==> src/rtl/chansel_pkg.sv <==
package chansel_pkg;
  localparam int BYTE_W  = 8;
  localparam int SEL_W   = 3;
  localparam int STRAP_W = 3;
  localparam int IRQ_LSB = 4;
  localparam logic [3:0] ADDR_FIXED = 4'b1110;

  typedef enum logic [2:0] {
    PH_IDLE,
    PH_ADDR,
    PH_ADDR_ACK,
    PH_WR,
    PH_WR_ACK,
    PH_RD,
    PH_RD_ACK
  } phase_t;
endpackage

==> src/rtl/chansel_line_filter.sv <==
module chansel_line_filter #(
  parameter int   SYNC_STAGES = 2,
  parameter int   VOTE_TAPS   = 3,
  parameter logic IDLE_LEVEL  = 1'b1
) (
  input  logic clk,
  input  logic rst,
  input  logic raw,
  output logic clean
);
  logic [SYNC_STAGES-1:0] sync_q;
  logic [VOTE_TAPS-1:0]   tap_q;
  logic                   clean_q;

  function automatic logic vote(input logic [VOTE_TAPS-1:0] v);
    int n;
    n = 0;
    for (int i = 0; i < VOTE_TAPS; i++) n += int'(v[i]);
    return n > (VOTE_TAPS / 2);
  endfunction

  generate
    if (SYNC_STAGES == 1) begin : g_sync1
      always_ff @(posedge clk) begin
        if (rst) sync_q <= IDLE_LEVEL;
        else     sync_q <= raw;
      end
    end else begin : g_syncn
      always_ff @(posedge clk) begin
        if (rst) sync_q <= {SYNC_STAGES{IDLE_LEVEL}};
        else     sync_q <= {sync_q[SYNC_STAGES-2:0], raw};
      end
    end
  endgenerate

  always_ff @(posedge clk) begin
    if (rst) begin
      tap_q   <= {VOTE_TAPS{IDLE_LEVEL}};
      clean_q <= IDLE_LEVEL;
    end else begin
      tap_q   <= {tap_q[VOTE_TAPS-2:0], sync_q[SYNC_STAGES-1]};
      clean_q <= vote(tap_q);
    end
  end

  assign clean = clean_q;
endmodule

==> src/rtl/chansel_bus_events.sv <==
module chansel_bus_events (
  input  logic clk,
  input  logic rst,
  input  logic scl,
  input  logic sda,
  output logic scl_rise,
  output logic scl_fall,
  output logic start_evt,
  output logic stop_evt
);
  logic scl_p, sda_p;

  always_ff @(posedge clk) begin
    if (rst) begin
      scl_p <= 1'b1;
      sda_p <= 1'b1;
    end else begin
      scl_p <= scl;
      sda_p <= sda;
    end
  end

  assign scl_rise  = scl & ~scl_p;
  assign scl_fall  = ~scl & scl_p;
  assign start_evt = scl & scl_p & sda_p & ~sda;
  assign stop_evt  = scl & scl_p & ~sda_p & sda;


  cond_excl_chk: assert property (@(posedge clk) disable iff (rst)
    start_evt |=> !stop_evt);
endmodule

==> src/rtl/chansel_target_fsm.sv <==
module chansel_target_fsm
  import chansel_pkg::*;
(
  input  logic              clk,
  input  logic              rst,
  input  logic              scl_rise,
  input  logic              scl_fall,
  input  logic              start_evt,
  input  logic              stop_evt,
  input  logic              sda,
  input  logic [6:0]        dev_addr,
  input  logic [BYTE_W-1:0] rd_byte,
  output logic              sda_pull,
  output logic [SEL_W-1:0]  pend_sel,
  output logic              apply
);
  localparam int CNT_W = $clog2(BYTE_W + 1);
  localparam logic [CNT_W-1:0] FULL = CNT_W'(BYTE_W);

  phase_t              ph_q;
  logic [CNT_W-1:0]    bits_q;
  logic [BYTE_W-1:0]   shreg_q;
  logic                rw_q, mack_q, pull_q, pend_vld_q, apply_q;
  logic [SEL_W-1:0]    pend_q;

  always_ff @(posedge clk) begin
    if (rst) begin
      ph_q       <= PH_IDLE;
      bits_q     <= '0;
      shreg_q    <= '0;
      rw_q       <= 1'b0;
      mack_q     <= 1'b0;
      pull_q     <= 1'b0;
      pend_vld_q <= 1'b0;
      pend_q     <= '0;
      apply_q    <= 1'b0;
    end else begin
      apply_q <= 1'b0;
      if (start_evt) begin
        ph_q       <= PH_ADDR;
        bits_q     <= '0;
        pull_q     <= 1'b0;
        pend_vld_q <= 1'b0;
      end else if (stop_evt) begin
        ph_q       <= PH_IDLE;
        pull_q     <= 1'b0;
        pend_vld_q <= 1'b0;
        apply_q    <= pend_vld_q;
      end else begin
        case (ph_q)
          PH_IDLE: ;
          PH_ADDR: begin
            if (scl_rise && bits_q != FULL) begin
              shreg_q <= {shreg_q[BYTE_W-2:0], sda};
              bits_q  <= bits_q + CNT_W'(1);
            end else if (scl_fall && bits_q == FULL) begin
              if (shreg_q[BYTE_W-1:1] == dev_addr) begin
                pull_q <= 1'b1;
                rw_q   <= shreg_q[0];
                ph_q   <= PH_ADDR_ACK;
              end else begin
                ph_q   <= PH_IDLE;
              end
            end
          end
          PH_ADDR_ACK: begin
            if (scl_fall) begin
              bits_q <= '0;
              if (rw_q) begin
                shreg_q <= rd_byte;
                pull_q  <= ~rd_byte[BYTE_W-1];
                ph_q    <= PH_RD;
              end else begin
                pull_q  <= 1'b0;
                ph_q    <= PH_WR;
              end
            end
          end
          PH_WR: begin
            if (scl_rise && bits_q != FULL) begin
              shreg_q <= {shreg_q[BYTE_W-2:0], sda};
              bits_q  <= bits_q + CNT_W'(1);
            end else if (scl_fall && bits_q == FULL) begin
              pend_q     <= shreg_q[SEL_W-1:0];
              pend_vld_q <= 1'b1;
              pull_q     <= 1'b1;
              ph_q       <= PH_WR_ACK;
            end
          end
          PH_WR_ACK: begin
            if (scl_fall) begin
              pull_q <= 1'b0;
              bits_q <= '0;
              ph_q   <= PH_WR;
            end
          end
          PH_RD: begin
            if (scl_rise) begin
              bits_q <= bits_q + CNT_W'(1);
            end else if (scl_fall) begin
              if (bits_q == FULL) begin
                pull_q <= 1'b0;
                ph_q   <= PH_RD_ACK;
              end else begin
                pull_q  <= ~shreg_q[BYTE_W-2];
                shreg_q <= {shreg_q[BYTE_W-2:0], 1'b0};
              end
            end
          end
          PH_RD_ACK: begin
            if (scl_rise) begin
              mack_q <= ~sda;
            end else if (scl_fall) begin
              if (mack_q) begin
                bits_q  <= '0;
                shreg_q <= rd_byte;
                pull_q  <= ~rd_byte[BYTE_W-1];
                ph_q    <= PH_RD;
              end else begin
                pull_q  <= 1'b0;
                ph_q    <= PH_IDLE;
              end
            end
          end
          default: ph_q <= PH_IDLE;
        endcase
      end
    end
  end

  assign sda_pull = pull_q;
  assign pend_sel = pend_q;
  assign apply    = apply_q;


  idle_release_chk: assert property (@(posedge clk) disable iff (rst)
    (ph_q == PH_IDLE) |-> !pull_q);

  abort_pending_chk: assert property (@(posedge clk) disable iff (rst)
    start_evt |=> !apply_q);

  ack_release_chk: assert property (@(posedge clk) disable iff (rst)
    (ph_q == PH_WR_ACK && scl_fall) |=> !pull_q);

  bit_count_chk: assert property (@(posedge clk) disable iff (rst)
    bits_q <= FULL);
endmodule

==> src/rtl/chansel_i2c_top.sv <==
module chansel_i2c_top
  import chansel_pkg::*;
#(
  parameter int SYNC_STAGES = 2,
  parameter int VOTE_TAPS   = 3,
  parameter int CHANNELS    = 2
) (
  input  logic               clk,
  input  logic               rst,
  input  logic [STRAP_W-1:0] strap_addr,
  input  logic               scl_in,
  input  logic               sda_in,
  input  logic [CHANNELS-1:0] irq_req,
  output logic               sda_pull,
  output logic [CHANNELS-1:0] chan_en,
  output logic [BYTE_W-1:0]  ctrl_q
);
  logic scl_c, sda_c;
  logic scl_rise, scl_fall, start_evt, stop_evt;
  logic [SEL_W-1:0]    pend_sel, sel_q;
  logic                apply;
  logic [CHANNELS-1:0] irq_s1, irq_s2, chan_nx, chan_q;
  logic [BYTE_W-1:0]   rd_byte, ctrl_r;

  chansel_line_filter #(.SYNC_STAGES(SYNC_STAGES), .VOTE_TAPS(VOTE_TAPS),
                        .IDLE_LEVEL(1'b1)) u_scl_flt (
    .clk(clk), .rst(rst), .raw(scl_in), .clean(scl_c));
  chansel_line_filter #(.SYNC_STAGES(SYNC_STAGES), .VOTE_TAPS(VOTE_TAPS),
                        .IDLE_LEVEL(1'b1)) u_sda_flt (
    .clk(clk), .rst(rst), .raw(sda_in), .clean(sda_c));

  chansel_bus_events u_evt (
    .clk(clk), .rst(rst), .scl(scl_c), .sda(sda_c),
    .scl_rise(scl_rise), .scl_fall(scl_fall),
    .start_evt(start_evt), .stop_evt(stop_evt));

  chansel_target_fsm u_fsm (
    .clk(clk), .rst(rst),
    .scl_rise(scl_rise), .scl_fall(scl_fall),
    .start_evt(start_evt), .stop_evt(stop_evt),
    .sda(sda_c), .dev_addr({ADDR_FIXED, strap_addr}),
    .rd_byte(rd_byte), .sda_pull(sda_pull),
    .pend_sel(pend_sel), .apply(apply));

  always_comb begin
    rd_byte = '0;
    rd_byte[IRQ_LSB +: CHANNELS] = irq_s2;
    rd_byte[SEL_W-1:0] = sel_q;
  end

  generate
    for (genvar ch = 0; ch < CHANNELS; ch++) begin : g_dec
      assign chan_nx[ch] = sel_q[SEL_W-1] && (sel_q[SEL_W-2:0] == (SEL_W-1)'(ch));
    end
  endgenerate

  always_ff @(posedge clk) begin
    if (rst) begin
      irq_s1 <= '0;
      irq_s2 <= '0;
      sel_q  <= '0;
      chan_q <= '0;
      ctrl_r <= '0;
    end else begin
      irq_s1 <= irq_req;
      irq_s2 <= irq_s1;
      if (apply) sel_q <= pend_sel;
      chan_q <= chan_nx;
      ctrl_r <= rd_byte;
    end
  end

  assign chan_en = chan_q;
  assign ctrl_q  = ctrl_r;


  sel_hold_chk: assert property (@(posedge clk) disable iff (rst)
    !apply |=> $stable(sel_q));

  chan_onehot_chk: assert property (@(posedge clk) disable iff (rst)
    $onehot0(chan_q));

  ctrl_zero_bits_chk: assert property (@(posedge clk) disable iff (rst)
    (ctrl_r[7:6] == 2'b00) && (ctrl_r[3] == 1'b0));
endmodule

==> config.mk <==
export PLATFORM = sky130hd
export DESIGN_NAME = chansel_i2c_top
export DESIGN_NICKNAME = d
export VERILOG_FILES = /design/src/rtl/chansel_pkg.sv /design/src/rtl/chansel_line_filter.sv /design/src/rtl/chansel_bus_events.sv /design/src/rtl/chansel_target_fsm.sv /design/src/rtl/chansel_i2c_top.sv
export SDC_FILE = /design/constraint.sdc
export NUM_CORES = 1
export LEC_CHECK = 0
export ABC_AREA = 1
export BUFFER_PORTS_ARGS = -buffer_cell sky130_fd_sc_hd__buf_2
export CORE_MARGIN = 4
export CORE_UTILIZATION = 53
export CTS_CLUSTER_SIZE = 12
export DETAILED_ROUTE_END_ITERATION = 8
export GPL_TIMING_DRIVEN = 0
export PLACE_DENSITY = 0.75
export SYNTH_ARGS = -nofsm -noshare
export SYNTH_HDL_FRONTEND = slang
export SYNTH_SLANG_ARGS = --single-unit
==> constraint.sdc <==
create_clock -name clk -period 1.36 [get_ports clk]
set_input_delay 0.204 -clock clk [delete_from_list [all_inputs] [get_ports clk]]
set_output_delay 0.204 -clock clk [all_outputs]
set_load 0.02 [all_outputs]
==> impl_metrics.tcl <==
set metrics [dict create \
    status "complete, but fails checks" \
    violations "negative setup slack" \
    dr_wl_met3_um 221 \
    rrSetupSlack_ns -0.1 \
    r2r_start "u_fsm.bits_q[1]$_SDFFE_PP0P_" \
    period_needed_ns 1.460 \
    p_int_w 0.002334 \
    grt_pass1_vias 1864 \
    syn_avg_cell_area_um2 7.052 \
    ys_seq_elements 51 \
    switchingPower_w 0.001141 \
    rsz0062_at_grt "yes" \
    crit_path_end "u_fsm.shreg_q[3]$_SDFFE_PP0P_" \
    synth_compound_area_share_pct 8.169 \
    clockPowerShare_pct 27.6 \
    place_congestion 0.9410 \
    dieArea_um2 5679 \
    fin_cells 437 \
    powerDensity_nw_per_um2 1121 \
    dp_slack_ns -0.1813 \
    met1_length_um 2632 \
    r2r_cells 11 \
    fmax_mhz 684.9 \
    ys.warnings.count 0 \
    grt_pass1_wl_um 8590 \
    synthMuxAreaShare_pct 0 \
    drive_above_1_share_pct 37.14 \
    wl_um 5738 \
    dp_hpwl_um 3456 \
    grt_max_degree 20 \
    antennaDiodeCount 0 \
    grt_overflow 0 \
    hold_buffers 0 \
    max-cap-violations 0 \
    nNetsFinal 397 \
    htreeDepth 2 \
    setup_slack_ns -0.09998 \
    syn_inst 341 \
    relSlewSlack_pct 61.72 \
    antenna_found_initial 0 \
    io_pins 20 \
    clock_path_buffers 2 \
    fin_worst_skew_ns 0.005538 \
    cts_root_buffer "clkbuf_8" \
    cp_max_fo 8 \
    setup_viol 16 \
    placementRows 24 \
    r2r_end "u_fsm.shreg_q[3]$_SDFFE_PP0P_" \
    switching_share_pct 32.84 \
    seqPwrFrac_pct 47.0 \
    drv_slew 0 \
    start_util_pct 54.85 \
    p_comb_share_pct 25.4 \
    die_w_um 75.36 \
    place_inst 411 \
    final.period_utilization_pct 107.4 \
    core_area_um2 4384 \
    irDropWorstVdd_v 0.0008318 \
    top_layer "met4" \
    vias 2203 \
    netlist_area_um2 2405 \
    drtAntennaViolNets 0 \
    p_leak_nw 1.377 \
    worstMarginPinSlew_ns 0.5742 \
    initialDrtViolationCount 122 \
    met2_length_um 2742 \
    synth-xor-area-share_pct 0.7284 \
    die_y_um 75.36 \
    total_power_w 0.003476 \
    drtPass1Iterations 4 \
    path_class "flop to flop" \
    synthAdderAreaFrac_pct 2.081 \
    seq_area_frac_synth_pct 42.46 \
    clock-sinks 51 \
    cts_buffers 5 \
    worstPathArrival_ns 1.68 \
    hp-class "primary input to flop" \
    io_buffers 16 \
    fill_cells 334 \
    track_usage_pct 19.83 \
    startpoint_type "flop" \
    drt-vias-per-instance 5.041 \
    clk_pin_slew_ns 0.10 \
    synth_top_family_by_area "simple AND/OR/NAND/NOR gates" \
    clk_latency_ns 0.32 \
    yosys.area_share.simple_pct 33.77 \
    cp.required_ns 1.58 \
    yosysUniqueCellTypes 30 \
    critPathLaunch "u_fsm.bits_q[1]$_SDFFE_PP0P_" \
    cts_tree "yes" \
    drc_errors 0 \
    end_kind "flop" \
    wl_per_cell_um 13.13 \
    syn_to_final_growth_pct 28.93 \
    finalHoldViolations 0 \
]
[final cells by class]
| cell class | count | area (um2) | share of cell area, % |
|---|---|---|---|
| Inverter | 62 | 247.7 | 7.990 |
| Buffer | 11 | 82.58 | 2.663 |
| Tap cell | 52 | 65.06 | 2.098 |
| Clock inverter | 3 | 33.78 | 1.090 |
| Sequential cell | 51 | 1033 | 33.33 |
| Clock buffer | 5 | 68.82 | 2.220 |
| Multi-Input combinational cell | 219 | 1330 | 42.90 |
| Timing Repair Buffer | 34 | 239.0 | 7.708 |
[state kept, by name (all words and copies together), names as in the netlist, 2 cells and up]
| register | count |
|---|---|
| u_fsm.shreg_q | 8 |
| ctrl_q | 5 |
| u_fsm.bits_q | 4 |
| sel_q | 3 |
| u_fsm.pend_sel | 3 |
| u_fsm.ph_q | 3 |
| u_scl_flt.tap_q | 3 |
| u_sda_flt.tap_q | 3 |
| chan_en | 2 |
| irq_s1 | 2 |
| irq_s2 | 2 |
| u_scl_flt.sync_q | 2 |
| u_sda_flt.sync_q | 2 |
[through the flow]
step	TNS [ns]	area [um2]	util (%)	hold WS (ns)
after floorplan	0	2414	-	0.3078
after global placement	-2.217	2559	58.36	0.3893
after detailed placement	-2.773	2559	58.36	0.3934
after CTS	-0.4171	2763	63.01	0.05455
after global routing	-2.401	3100	70.72	0.04567
final	-1.127	3100	70.72	0.06180
[cell usage after synthesis]
| library cell | n | area, um2 |
|---|---|---|
| nor2_2 | 1 | 6.260 |
| nor2_1 | 43 | 161.4 |
| ha_1 | 4 | 50.05 |
| o21bai_1 | 1 | 7.510 |
| buf_6 | 1 | 11.26 |
| nand3_2 | 2 | 20.02 |
| nand3_1 | 22 | 110.1 |
| nand4_1 | 4 | 25.02 |
| xor2_1 | 1 | 8.760 |
| a21oi_1 | 16 | 80.08 |
| nand3_4 | 1 | 17.52 |
| nor2_8 | 1 | 20.02 |
| o22ai_1 | 1 | 6.260 |
| o21ai_1 | 1 | 5.000 |
| nand2_2 | 4 | 25.02 |
| o21ai_0 | 16 | 80.08 |
| o21ai_2 | 1 | 8.760 |
| or2_2 | 10 | 62.56 |
| dfxtp_1 | 51 | 1021 |
| inv_2 | 6 | 22.52 |
| xnor2_1 | 1 | 8.760 |
| nor3_1 | 2 | 10.01 |
| nor4_1 | 2 | 12.51 |
| clkbuf_1 | 4 | 15.01 |
| nand2_1 | 76 | 285.3 |
| buf_4 | 6 | 45.04 |
| inv_1 | 56 | 210.2 |
| a311oi_1 | 1 | 8.760 |
| nor2_4 | 5 | 56.30 |
| conb_1 | 1 | 3.750 |
[cells by family (layout without fill, tap and decap cells)]
logic type               count (synthesis)  count (layout)
adder cells (fa/ha/maj)                  4               4
other                                    1               3
flip-flops                              51              51
AND/OR/NAND/NOR                        173             173
buffers and inverters                   73             115
AO/OA/AOI/OAI                           37              37
XOR/XNOR                                 2               2
[critical path, stage by stage, from the launching register on]
cell	delay (ns)
dfxtp_2	0.37
inv_2	0.06
ha_4	0.17
nand3_4	0.12
nand2_4	0.06
nand2_4	0.09
nand2_4	0.06
nor2_4	0.11
buf_12	0.14
nand3_2	0.09
nand2_2	0.06
nor2_1	0.04
[how the worst min path moves through the flow]
| stage | cells after the start | slack [ns] | startpoint | endpoint |
|---|---|---|---|---|
| 2_1_floorplan | 1 | 0.31 | scl_in | u_scl_flt.sync_q[0]$_SDFF_PP1_ |
| 3_3_place_gp | 2 | 0.39 | sda_in | u_sda_flt.sync_q[0]$_SDFF_PP1_ |
| 3_5_place_dp | 2 | 0.39 | sda_in | u_sda_flt.sync_q[0]$_SDFF_PP1_ |
| 4_1_cts | 2 | 0.05 | sda_in | u_sda_flt.sync_q[0]$_SDFF_PP1_ |
| 5_1_grt | 2 | 0.05 | sda_in | u_sda_flt.sync_q[0]$_SDFF_PP1_ |
| 6_report | 2 | 0.06 | scl_in | u_scl_flt.sync_q[0]$_SDFF_PP1_ |
[per-layer routing]
| metal | vias to the layer above | global-route usage [%] |
|---|---|---|
| met5 | - | 0 |
| met4 | 0 | 6.990 |
| met3 | 15 | 3.562 |
| met2 | 54 | 31.93 |
| met1 | 1012 | 26.79 |
| li1 | 1122 | - |
[power by group through the flow]
| stage | clock network [W] | registers, W | logic [W] |
|---|---|---|---|
| after floorplan | 0 | 0.00165 | 0.000463 |
| after global placement | 0 | 0.00166 | 0.000572 |
| after detailed placement | 0 | 0.00166 | 0.000584 |
| after CTS | 0.000986 | 0.00163 | 0.000663 |
| after global routing | 0.00105 | 0.00164 | 0.000973 |
| final | 0.000960 | 0.00163 | 0.000882 |
[layout by cell type, fill, tap and decap left out, types with 11 or more instances in the layout]
cell type  synthesis  routed
buf_4              6      17
nand2_1           76      58
nor2_1            43      36
nand2_2            4      17
a21oi_1           16      11
buf_2              0      16
dfxtp_1           51      41
inv_1             56      51
o21ai_0           16      12
nand3_2            2      13
[repair_timing]
action                                  4_1_cts  5_1_grt
buffers inserted                              4       12
endpoints found under the setup margin       20       21
pin swaps                                    11       26
gates cloned                                  1        1
gates resized for setup                      26       68
No activity file was read; power rests on OpenSTA's default activity.
